## src/rtl/fcp_pkg.sv

```systemverilog
package fcp_pkg;

    // Outcome of a bus write aimed at the divider register
    typedef enum logic [1:0] {
        WR_NONE    = 2'd0,
        WR_ACCEPT  = 2'd1,
        WR_BUSY    = 2'd2,
        WR_LOCKED  = 2'd3
    } wr_verdict_e;

endpackage

```

## src/rtl/fcp_wr_gate.sv

```systemverilog
module fcp_wr_gate
    import fcp_pkg::*;
#(
    parameter int unsigned ADDR_W = 4,
    parameter int unsigned OFFSET = 0
) (
    input  logic              we_i,
    input  logic [ADDR_W-1:0] addr_i,
    input  logic              busy_i,
    input  logic              rst_seq_i,
    input  logic              locked_i,
    output wr_verdict_e       verdict_o,
    output logic              accept_o
);
    localparam logic [ADDR_W-1:0] OFFS_A = ADDR_W'(OFFSET);

    always_comb begin
        verdict_o = WR_NONE;
        if (we_i && (addr_i == OFFS_A)) begin
            if (locked_i) begin
                verdict_o = WR_LOCKED;
            end else if (busy_i && !rst_seq_i) begin
                verdict_o = WR_BUSY;
            end else begin
                verdict_o = WR_ACCEPT;
            end
        end
        accept_o = (verdict_o == WR_ACCEPT);
    end

endmodule

```

## src/rtl/fcp_div_reg.sv

```systemverilog
module fcp_div_reg #(
    parameter int unsigned DIV_W = 7
) (
    input  logic             clk,
    input  logic             rst_n,
    input  logic             accept_i,
    input  logic [DIV_W-1:0] wdata_i,
    input  logic             sel_i,
    input  logic             busy_i,
    input  logic             rst_seq_i,
    input  logic             we_i,
    output logic [DIV_W-1:0] div_o,
    output logic             loaded_o
);
    typedef struct packed {
        logic             loaded;
        logic [DIV_W-1:0] div;
    } reg_state_t;

    reg_state_t state_d, state_q;

    always_comb begin
        state_d = state_q;
        if (accept_i) begin
            state_d.div    = wdata_i;
            state_d.loaded = 1'b1;
        end
    end

    always_ff @(posedge clk or negedge rst_n) begin
        if (!rst_n) begin
            state_q <= '0;
        end else begin
            state_q <= state_d;
        end
    end

    assign div_o    = state_q.div;
    assign loaded_o = state_q.loaded;

    AST_DIV_LOCKED: assert property (@(posedge clk) disable iff (!rst_n)
        state_q.loaded |=> $stable(state_q.div));

    AST_FLAG_STICKY: assert property (@(posedge clk) disable iff (!rst_n)
        state_q.loaded |=> state_q.loaded);

    AST_BUSY_REFUSED: assert property (@(posedge clk) disable iff (!rst_n)
        (!state_q.loaded && we_i && sel_i && busy_i && !rst_seq_i) |=> !state_q.loaded);

    AST_SEQ_OVERRIDE: assert property (@(posedge clk) disable iff (!rst_n)
        (!state_q.loaded && we_i && sel_i && rst_seq_i) |=> state_q.loaded);

endmodule

```

## src/rtl/fcp_tick_gen.sv

```systemverilog
module fcp_tick_gen #(
    parameter int unsigned DIV_W = 7
) (
    input  logic             clk,
    input  logic             rst_n,
    input  logic             en_i,
    input  logic [DIV_W-1:0] div_i,
    output logic             tick_o
);
    typedef struct packed {
        logic [DIV_W-1:0] cnt;
    } cnt_state_t;

    cnt_state_t state_d, state_q;
    logic       hit;

    always_comb begin
        hit     = en_i && (state_q.cnt == div_i);
        state_d = state_q;
        if (!en_i || hit) begin
            state_d.cnt = '0;
        end else begin
            state_d.cnt = state_q.cnt + 1'b1;
        end
    end

    always_ff @(posedge clk or negedge rst_n) begin
        if (!rst_n) begin
            state_q <= '0;
        end else begin
            state_q <= state_d;
        end
    end

    assign tick_o = hit;

    AST_NO_TICK_IDLE: assert property (@(posedge clk) disable iff (!rst_n)
        !en_i |-> !tick_o);

    AST_TICK_SINGLE: assert property (@(posedge clk) disable iff (!rst_n)
        (tick_o && div_i != '0) |=> !tick_o);

    AST_CNT_BOUND: assert property (@(posedge clk) disable iff (!rst_n)
        en_i |-> (state_q.cnt <= div_i));

endmodule

```

## src/rtl/flash_tick_prescaler.sv

```systemverilog
module flash_tick_prescaler
    import fcp_pkg::*;
#(
    parameter int unsigned DIV_W  = 7,
    parameter int unsigned ADDR_W = 4,
    parameter int unsigned OFFSET = 0
) (
    input  logic                clk,
    input  logic                rst_n,
    input  logic [ADDR_W-1:0]   bus_addr,
    input  logic                bus_we,
    input  logic [DIV_W:0]      bus_wdata,
    output logic [DIV_W:0]      bus_rdata,
    input  logic                cmd_busy_i,
    input  logic                rst_seq_i,
    output logic                tick_o,
    output logic                div_valid_o
);
    localparam int unsigned      DATA_W = DIV_W + 1;
    localparam logic [ADDR_W-1:0] OFFS_A = ADDR_W'(OFFSET);

    wr_verdict_e      verdict;
    logic             accept;
    logic             loaded;
    logic             sel;
    logic [DIV_W-1:0] div_val;

    assign sel = (bus_addr == OFFS_A);

    fcp_wr_gate #(.ADDR_W(ADDR_W), .OFFSET(OFFSET)) gate_i (
        .we_i      (bus_we),
        .addr_i    (bus_addr),
        .busy_i    (cmd_busy_i),
        .rst_seq_i (rst_seq_i),
        .locked_i  (loaded),
        .verdict_o (verdict),
        .accept_o  (accept)
    );

    fcp_div_reg #(.DIV_W(DIV_W)) reg_i (
        .clk       (clk),
        .rst_n     (rst_n),
        .accept_i  (accept),
        .wdata_i   (bus_wdata[DIV_W-1:0]),
        .sel_i     (sel),
        .busy_i    (cmd_busy_i),
        .rst_seq_i (rst_seq_i),
        .we_i      (bus_we),
        .div_o     (div_val),
        .loaded_o  (loaded)
    );

    fcp_tick_gen #(.DIV_W(DIV_W)) tick_i (
        .clk    (clk),
        .rst_n  (rst_n),
        .en_i   (loaded),
        .div_i  (div_val),
        .tick_o (tick_o)
    );

    always_comb begin
        bus_rdata = '0;
        if (sel) begin
            bus_rdata = {loaded, div_val};
        end
    end

    assign div_valid_o = loaded;

    AST_VERDICT_ONEHOT: assert property (@(posedge clk) disable iff (!rst_n)
        (verdict == WR_ACCEPT) |-> (bus_we && sel && !loaded));

    AST_OTHER_ADDR: assert property (@(posedge clk) disable iff (!rst_n)
        (!loaded && bus_we && !sel) |=> !div_valid_o);

    AST_READ_WIDTH: assert property (@(posedge clk) disable iff (!rst_n)
        !sel |-> (bus_rdata == {DATA_W{1'b0}}));

endmodule

```

## config.mk

```make
export PLATFORM = sky130hd
export DESIGN_NAME = flash_tick_prescaler
export DESIGN_NICKNAME = d
export VERILOG_FILES = /design/src/rtl/fcp_pkg.sv /design/src/rtl/fcp_wr_gate.sv /design/src/rtl/fcp_div_reg.sv /design/src/rtl/fcp_tick_gen.sv /design/src/rtl/flash_tick_prescaler.sv
export SDC_FILE = /design/constraint.sdc
export NUM_CORES = 1
export LEC_CHECK = 0
export ABC_AREA = 1
export BUFFER_PORTS_ARGS = -buffer_cell sky130_fd_sc_hd__buf_2
export CELL_PAD_IN_SITES_DETAIL_PLACEMENT = 0
export CELL_PAD_IN_SITES_GLOBAL_PLACEMENT = 1
export CORE_ASPECT_RATIO = 0.75
export CORE_MARGIN = 10
export CORE_UTILIZATION = 25
export DETAILED_ROUTE_END_ITERATION = 10
export PLACE_DENSITY = 0.69
export SYNTH_ARGS = -nofsm -noshare
export SYNTH_HDL_FRONTEND = slang
export SYNTH_HIERARCHICAL = 1
export SYNTH_SLANG_ARGS = --single-unit
```

## constraint.sdc

```tcl
create_clock -name clk -period 3.7 [get_ports clk]
set_input_delay 0.74 -clock clk [delete_from_list [all_inputs] [get_ports clk]]
set_output_delay 0.74 -clock clk [all_outputs]
set_load 0.05 [all_outputs]
```

* After elaboration in Yosys (flattened, before gate mapping) *
Index checks and enable logic that the tools add are counted.

storage, ports and cells
  register bits after elaboration = 15
  input bits = 17
  output and inout bits = 10

cells by class
  add/sub/neg operators = 1
  equality and inequality tests = 2
  muxes and demuxes = 5
  reductions and logical operators = 7

operators by type and width
  kind                                            number
  2-to-1 mux 8 bit                                1
  adder 7 x 1 -> 7 bit (second input constant)    1
  == test 7 bit                                   1
  2-to-1 mux 7 bit                                1
  2-to-1 mux 2 bit                                3
  logical NOT 4 bit                               1
  logical AND 1 bit                               3
  == test 2 x 1 -> 1 bit (second input constant)  1
  logical NOT 1 bit                               2
  logical OR 1 bit                                1

* Longest topological paths before layout *
  depth in word-level cells = 6
  depth in mapped cells = 7
  depth with buffers taken out = 7

* Hierarchy *
The synthesis kept the hierarchy.

by module, submodules not included
  module                times used  cells an instance  area an instance (um2)  sequential area each (um2)
  fcp_tick_gen          1           71                 466.7                   175.2
  fcp_div_reg           1           32                 300.3                   200.2
  flash_tick_prescaler  1           20                 77.6                    0.0
  fcp_wr_gate           1           11                 50.0                    0.0

* Worst setup path before layout *
OpenSTA, ideal clock, no wires.

  kind = flip-flop to output port
  start point = register reg_i.state_q, in the netlist reg_i/loaded_o
  end point = output tick_o
  data arrival time = 1.899 ns
  slack = 1.061 ns
  cell stages (with the launch flop) = 3
  cell sequence = dfrtp_1 inv_1 nor3_1

on the way
  longest elaborated chain between the ends = 1

ends and longest elaborated chain
  what                    RTL line                    RTL
  start, declared         fcp_div_reg.sv:20           reg_state_t state_d, state_q;
  start signal, assigned  fcp_div_reg.sv:34           state_q <= state_d;
  logical AND 1 bit       fcp_tick_gen.sv:18          hit = en_i && (state_q.cnt == div_i);
  end, declared           flash_tick_prescaler.sv:16  output logic tick_o,

No other way between the ends.

* Final worst setup path *
  start point = register tick_i/state_q[2] (netlist name)
  end point = output tick_o

on the way
  longest elaborated chain between the ends = 2

ends and longest elaborated chain
  what                    RTL line            RTL
  start, declared         fcp_tick_gen.sv:14  cnt_state_t state_d, state_q;
  start signal, assigned  fcp_tick_gen.sv:31  state_q <= state_d;
  == test 7 bit           fcp_tick_gen.sv:18
  logical AND 1 bit       fcp_tick_gen.sv:18

No other way between the ends.

==> metrics.txt <==
hpwl dp=between 1500 and 2000 um; Skew-Pair Late Insertion Delay=0.25 ns; maximum vdd drop=0.000202 V; final setup TNS=0 ns; CTS Buf Count=3; Post-Syn Area=slightly below 900 sq um; CP Launch Type=flip-flop; critical path peak fanout=5; post-route ant nets=0; largest net degree at the start of global routing=16; worst reg2reg path depth=5; CTS sink count=15; Slew Limit Fails=0; Tcrit/Tclk final=a little over three fifths; First DRT Iteration DRCs=28; core area=roughly 0.0033 sq mm; WS Path Type=flip-flop to output pin; Setup Skew=roughly 0.0021 ns; area of the die=between 0.006 and 0.007 sq mm; Leakage=0.603 nW; Vias/cell=a little under 4; post-cts hold buffer count=0; initial antenna violation count=0; DRT Pass-1 Iters=4; post-layout min period=2.32 ns; Initial Utilization=between 20% and 30%; Clk pin slew, worst setup/hold paths=0.06 ns; placer's final routability congestion estimate=0.778; Clock Tree Buf Depth=2; RSZ-0062 raised after global routing=no; boundary pin count=27; WL/cell=10.7 um; CTS resizes=0; via count=771; syn avg cell area=roughly 7 sq um; global route overflow=0; Die Ht=71.1 um; status=complete, no violations; syn_nets=146; Final Hold Vio Count=0; first-pass GRT wire length=3500 um; FP Rows=18; layout cells sized above 1=between 20% and 30%; max_cap viols=0; final hold slack=roughly 0.40 ns; Routed Wire Length=2100 um; CP Data Arrival Time=about 1.6 ns; Critical Path RT=2.96 ns; fin nets=roughly 180; CTS Root Cell=clkbuf_8; Tightest Pin Transition=0.673 ns; DRC=0; total track usage=7.02%; Post-CTS Repair Setup Buffers=0; filler cell count=373; Post-Syn Instances=between 100 and 150; reg-to-reg critical path startpoint=reg_i/loaded_o; final setup fails=0; CTS H-tree lvls=1; CTS tree=built; R2R Setup Slk=2.14 ns; ANT cells=0; Chip Width=88.2 um; Syn. warnings=6; Reg2Reg Capture Point=reg_i/div_o[1]; P&R area growth vs syn=24.0%; Slew headroom=between 50 and 60%; Hold WC Path Type=input pin to async pin; Worst setup EP type=output pin; pwr dens=a little under 500 mW/mm^2; Port-buffer cells=25; vias in the first global route=between 700 and 800; Achievable Freq=0.430 GHz
==> final cells by class <==
cell class | instances | area, sq um | share of cell area [%]
Clock buffer | 4 | 45.0 | 4.17
Timing Repair Buffer | 25 | 125 | 11.6
Inverter | 27 | 101 | 9.39
Tap cell | 40 | 50.0 | 4.63
Multi-Input combinational cell | 85 | 383 | 35.5
Sequential cell | 15 | 375 | 34.8
==> sequential cells by signal (all words and copies together), names as in the netlist <==
register	cells
reg_i/loaded_o	1
reg_i/div_o	7
tick_i/state_q	7
==> worst max-delay path, stage by stage (launching register included) <==
cell,delay [ns]
dfrtp_1,0.43
inv_1,0.06
nand2_1,0.05
nand2_1,0.05
nor2_1,0.14
nand2_1,0.12
nor3_1,0.18
buf_2,0.30
==> metrics by stage <==
stage	cell area (sq um)	total power [mW]	util, %	cells	setup WS, ns
after floorplan	871	0.361	-	128	1.10
after global placement	1030	0.403	31.3	192	1.48
after detailed placement	1030	0.407	31.3	192	1.44
after CTS	1080	0.545	32.6	196	1.34
after global routing	1080	0.586	32.6	196	1.19
final	1080	0.537	32.6	196	1.38
==> layout by cell type (no fill, tap or decap), drive strengths merged <==
cell	count
buf	25
clkbuf	4
dfrtp	15
ha	1
inv	27
nand2	47
nand3	5
nor2	23
nor3	2
o21bai	2
or2	1
xnor2	1
xor2	3
==> worst max path at each step <==
stage,start,to,slack [ns]
CTS,tick_i/state_q[2],tick_o,1.34
detailed placement,bus_addr[1],bus_rdata[3],1.44
finish,tick_i/state_q[2],tick_o,1.38
global route,tick_i/state_q[2],tick_o,1.19
global placement,bus_addr[1],bus_rdata[3],1.48
floorplan,reg_i/loaded_o,tick_o,1.10
==> report_power, final <==
group	total, mW	switching (mW)	internal, mW
registers	0.232	0.0361	0.196
logic	0.171	0.107	0.0631
clock network	0.134	0.0576	0.0763
==> layer usage <==
| layer | vias up | routed length, um | GRT usage, % |
|---|---|---|---|
| met3 | 2 | 158 | 4.00 |
| met2 | 13 | 947 | 10.7 |
| met4 | 0 | 6 | 1.04 |
| li1 | 425 | - | - |
| met1 | 331 | 982 | 8.56 |
| met5 | - | 0 | 0 |
No activity file was read; power rests on OpenSTA's default activity.
